File: src/rtl/xor_macrocell.sv
module xor_macrocell (
  input  logic       clk,
  input  logic       rst,
  input  logic [3:0] pt,
  input  logic       oe_n,
  input  logic       mode_sum,
  input  logic       mode_comb,
  input  logic       pol_low,
  input  logic       pin_in,
  output logic       pin_data,
  output logic       pin_en,
  output logic       fb
);

  logic sum3;
  logic pair_x;
  logic d_in;
  logic q;
  logic comb_val;

  assign sum3   = pt[0] | pt[1] | pt[2];
  assign pair_x = (pt[0] | pt[1]) ^ (pt[2] | pt[3]);

  // pre-inverted so the inverting output stage yields the wanted polarity
  assign d_in = mode_sum ? (pol_low ? sum3 : ~sum3) : pair_x;

  always_ff @(posedge clk) begin
    if (rst) q <= 1'b0;
    else     q <= d_in;
  end

  assign comb_val = mode_sum ? (pol_low ? ~sum3 : sum3) : ~pair_x;

  assign pin_en   = mode_sum ? pt[3] : ~oe_n;
  assign pin_data = mode_comb ? comb_val : ~q;
  assign fb       = mode_comb ? (pin_en ? pin_data : pin_in) : q;

endmodule


File: config.mk
export PLATFORM = sky130hd
export DESIGN_NAME = xor_macrocell
export DESIGN_NICKNAME = d
export VERILOG_FILES = /design/src/rtl/xor_macrocell.sv
export SDC_FILE = /design/constraint.sdc
export NUM_CORES = 1
export LEC_CHECK = 0
export BUFFER_PORTS_ARGS = -buffer_cell sky130_fd_sc_hd__buf_2
export CAP_MARGIN = 15
export CORE_AREA = 3 3 40 42
export CTS_CLUSTER_SIZE = 16
export DETAILED_ROUTE_END_ITERATION = 10
export DIE_AREA = 0 0 43 45
export PLACE_DENSITY = 0.44
export SLEW_MARGIN = 20
export SYNTH_ARGS = -nofsm -noshare
export SYNTH_HDL_FRONTEND = slang
export SYNTH_SLANG_ARGS = --single-unit
File: constraint.sdc
create_clock -name clk -period 0.8 [get_ports clk]
set_input_delay 0.04 -clock clk [delete_from_list [all_inputs] [get_ports clk]]
set_output_delay 0.04 -clock clk [all_outputs]
set_load 0.05 [all_outputs]
After elaboration in Yosys (flattened, before gate mapping)
Cells that the tools add are included.
{ "classes": {"mux": 8, "bitwise_logic": 8} }
{ "ops": {"columns": ["op", "count"], "rows": [
  ["$mux W1", 8],
  ["$not A1 Y1", 4],
  ["$or A1 B1 Y1", 3],
  ["$xor A1 B1 Y1", 1]
]} }
{ "totals": {"reg_bits": 1, "out_inout_bits": 3} }

Depth between registers and ports, before layout
{ "logic_depth": {"word_depth": 8, "depth_mapped": 4, "mapped_depth_nobuf": 4} }

Worst setup path after synthesis
No wires, ideal clock.
{ "synth_timing": {"kind": "input to output", "start": "in oe_n", "end": "out fb", "arrival_ns": 1.541, "required_ns": 0.760, "path_slack_ns": -0.781, "cell_stages": 4, "path_cell_list": "or2_1 > nand2_1 > o21ai_0 > o22ai_1"} }
{ "synth_between": {"elab_chain_cells": 4} }
{ "synth_lines": {"columns": ["element", "line_no", "rtl"], "rows": [
  ["start: declaration", "5", "input logic oe_n,"],
  ["$not A1 Y1", "34", "assign pin_en = mode_sum ? pt[3] : ~oe_n;"],
  ["$mux W1", "34", null],
  ["net pin_en", "11", "output logic pin_en,"],
  ["$mux W1 (2 in a row)", "36", "assign fb = mode_comb ? (pin_en ? pin_data : pin_in) : q;"],
  ["end: declaration", "12", "output logic fb"]
]} }
The timed path passes the listed nets, and every way through them passes these cells.

Worst setup path in the final report
{ "layout_timing": {"start": "in pt[2]", "end": "out pin_data"} }
{ "layout_between": {"elab_chain_cells": 5} }
{ "layout_lines": {"columns": ["element", "line_no", "rtl"], "rows": [
  ["start: declaration", "4", "input logic [3:0] pt,"],
  ["$or A1 B1 Y1 (on tied branches)", "22, 21", null],
  ["$xor A1 B1 Y1 or $not A1 Y1 (tied branches)", "22, 32", null],
  ["$not A1 Y1 or $mux W1 (tied branches)", "32", "assign comb_val = mode_sum ? (pol_low ? ~sum3 : sum3) : ~pair_x;"],
  ["$mux W1 (*)", "32", null],
  ["$mux W1 (*)", "35", "assign pin_data = mode_comb ? comb_val : ~q;"],
  ["end: declaration", "10", "output logic pin_data,"]
]} }
Every way passes the cells marked *; elsewhere a longest branch is shown, timed or not.

==> Flow_metrics.wiki <==
{| class="wikitable"
! Metric !! Value
|-
| Area of all sequential standard cells || around 20 sq um
|-
| Count of pins on the block boundary || 14
|-
| Portion of total power attributed to the clock network || 0
|-
| Starting density of the core || 0.1071
|-
| Vias || around 200
|-
| Endpoint with the worst hold slack || q
|-
| Detail Route Antenna Nets || 0
|-
| Commonest non-fill, non-tap cell in the layout || buf_2
|-
| Count of placed standard cells including taps || between 50 and 60
|-
| IR Drop Worst-Case VDD || between 0.0004 and 0.0005 V
|-
| PD cells || 871.7 nW/um^2
|-
| Setup WS pre-CTS || -0.3132 ns
|-
| Relative max-transition margin || 0.8516
|-
| Switching Fraction || 0.4403
|-
| Flip-flop count of the largest register after layout || 1
|-
| Die area || just under 2000 sq um
|-
| Post-synthesis register bit count || 1
|-
| Largest net degree at the start of global routing || 7
|-
| Combinational fraction of design power || 0.841
|-
| Source of the worst hold timing path || rst
|-
| Registers with the most flip-flops || q: 1 flops
|-
| Initial antenna violation count || 0
|-
| Syn. warnings || 0
|-
| Failing checks || negative setup slack
|-
| Crit path time final || between 0.9 and 1 ns
|-
| Maximum clock frequency || 1019 MHz
|-
| Worst Setup End Kind || primary output
|-
| Tightest Hold Check Type || in2reg
|-
| Worst hold path cell count || 2
|-
| Leakage power || between 0.15 and 0.2 nW
|-
| Worst endpoint required time || roughly 0.76 ns
|-
| Crit path setup slack, layout || -0.1817 ns
|-
| Max-slew violations || 0
|-
| Total internal power || ~0.20 mW
|-
| Unrepaired setup endpoints after global routing || yes
|-
| Net switching power || 0.1580 mW
|-
| Amount of wire on met2 after detailed routing || about 230 um
|-
| First-pass GRT wire length || around 900 um
|-
| Seq/Total Area, Yosys || 0.1455
|-
| DRC violation count after routing || 0
|-
| Highest-count cells in the layout ignoring fill and taps || buf_2 (7), buf_6 (5)
|-
| Type of the worst setup path || in2out
|-
| Clock-pin slew of the registers on the worst-case setup and hold paths || 0 ns
|-
| Antenna fix cells || 0
|-
| Final estimated routing congestion in global placement || just over 0.6
|-
| Final wirelength || about 550 um
|-
| Transition at the pin with the smallest max-transition slack || roughly 0.22 ns
|-
| Number of cell rows || 13
|-
| Area overhead of the layout relative to synthesis || 199.1%
|-
| Post-Syn Instances || 19
|-
| Post-Layout Cell Count || about 50
|-
| Detailed Routing Iterations Pass 1 || 4
|-
| Dpl hpwl || around 440 um
|-
| Number of hold buffers added after cts || 0
|-
| Routed len/inst || 10.69 um
|-
| Startpoint types || input pin
|-
| Core area || approximately 1300 sq um
|-
| Run status || complete, but fails checks
|-
| Netlist cell types || 15
|-
| Buffers on Ports || 13
|-
| Ratio of cells with drive above 1 in the final layout || 0.8333
|-
| Residual overflow from global routing || 0
|-
| Number of violations of the max-capacitance limit || 0
|-
| First DRT Iteration DRCs || 6
|-
| Avg Cell Area, Syn || 7.244 sq um
|-
| Crit path arrival time || about 0.94 ns
|-
| Vertical die dimension || about 45 um
|-
| DR WL met3 || roughly 63 um
|-
| Average vias per placed instance || 3.941
|-
| Register bank with the most flops || q
|-
| Number of nets in the final layout || ~50
|-
| Maximum fanout count along the critical path || 2
|-
| Final period utilization || 1.227
|-
| Multi-input gate area || around 210 sq um
|-
| Met1 wire length || 254 um
|-
| Mapped Nets || 30
|-
| Fraction of power consumed by sequential logic || 0.159
|-
| Hold Fails Final Rpt || 0
|-
| Highest routed metal layer || met3
|-
| Netlist area before placement || around 140 sq um
|-
| Gr usage total || 0.05657
|-
| Vias in the first global route || 223
|-
| Die span in x || approximately 43 um
|-
| Fill cells || between 100 and 150
|-
| Number of endpoints failing setup at the final stage || 3
|}
==> power by group through the flow <==
stage                     clock network [mW]  logic, mW  registers (mW)
after floorplan                            0      0.147          0.0583
after global placement                     0      0.240          0.0566
after detailed placement                   0      0.240          0.0570
after CTS                                  0      0.297          0.0570
after global routing                       0      0.317          0.0573
final                                      0      0.302          0.0570
==> worst max path at each step <==
stage / start / end / slack (ns) / cells after the start
floorplan: oe_n / fb / -0.06 / 4
global placement: oe_n / fb / -0.28 / 6
detailed placement: oe_n / fb / -0.31 / 6
CTS: pt[2] / pin_data / -0.19 / 6
global route: pt[2] / pin_data / -0.22 / 6
finish: pt[2] / pin_data / -0.18 / 6
==> through the flow <==
stage                     instance area [sq um]    util  total power [mW]  TNS [ns]  hold slack, ns
final                                     411.6  0.3204            0.3588   -0.4795          0.2066
after global routing                      411.6  0.3204            0.3745   -0.5872          0.2214
after CTS                                 402.9  0.3135            0.3544   -0.4968          0.2090
after detailed placement                  326.6  0.2541            0.2967   -0.7936          0.2090
after global placement                    326.6  0.2541            0.2962   -0.7504          0.2088
after floorplan                           200.2       -            0.2050  -0.07063          0.1058
==> Yosys cell counts (all sizes together) <==
library cell | count | area share
nand2 | 3 | 0.082
a21oi | 2 | 0.10
inv | 2 | 0.055
o22ai | 2 | 0.091
a21o | 1 | 0.055
dfxtp | 1 | 0.15
mux2i | 1 | 0.073
nor2 | 1 | 0.027
nor2b | 1 | 0.064
nor3 | 1 | 0.073
o211ai | 1 | 0.091
o21ai | 1 | 0.036
o2bb2ai | 1 | 0.064
or2 | 1 | 0.045
==> what timing repair did <==
action,4_1_cts,5_1_grt
pin swaps,6,0
resized for setup,17,2
setup buffers,0,0
endpoints found under the setup margin,4,4
gates cloned,0,0
==> logic make-up (layout without fill, tap and decap cells) <==
group | after synthesis | in the layout | synth area share
AND/OR/NAND/NOR | 7 | 7 | 0.2909
flip-flops | 1 | 1 | 0.1455
buffers and inverters | 2 | 19 | 0.05457
multiplexers | 1 | 1 | 0.07273
AO/OA/AOI/OAI | 8 | 8 | 0.4363
==> layout make-up <==
| type | instances | share of cell area |
|---|---|---|
| Multi-Input combinational cell | 16 | 0.5076 |
| Timing Repair Buffer | 17 | 0.3799 |
| Sequential cell | 1 | 0.04863 |
| Tap cell | 15 | 0.04559 |
| Inverter | 2 | 0.01824 |
==> metal layers <==
layer  vias up  global-route usage
met5         -                   0
met4         0                   0
met3         0             0.01195
met2        14             0.08982
met1        83             0.08413
li1        104                   -
==> worst max-delay path, stage by stage <==
cell,delay (ns)
buf_8,0.10
nor3_4,0.20
o211ai_2,0.14
a21oi_2,0.21
mux2i_4,0.09
buf_6,0.16
(Power assumes the default switching activity.)
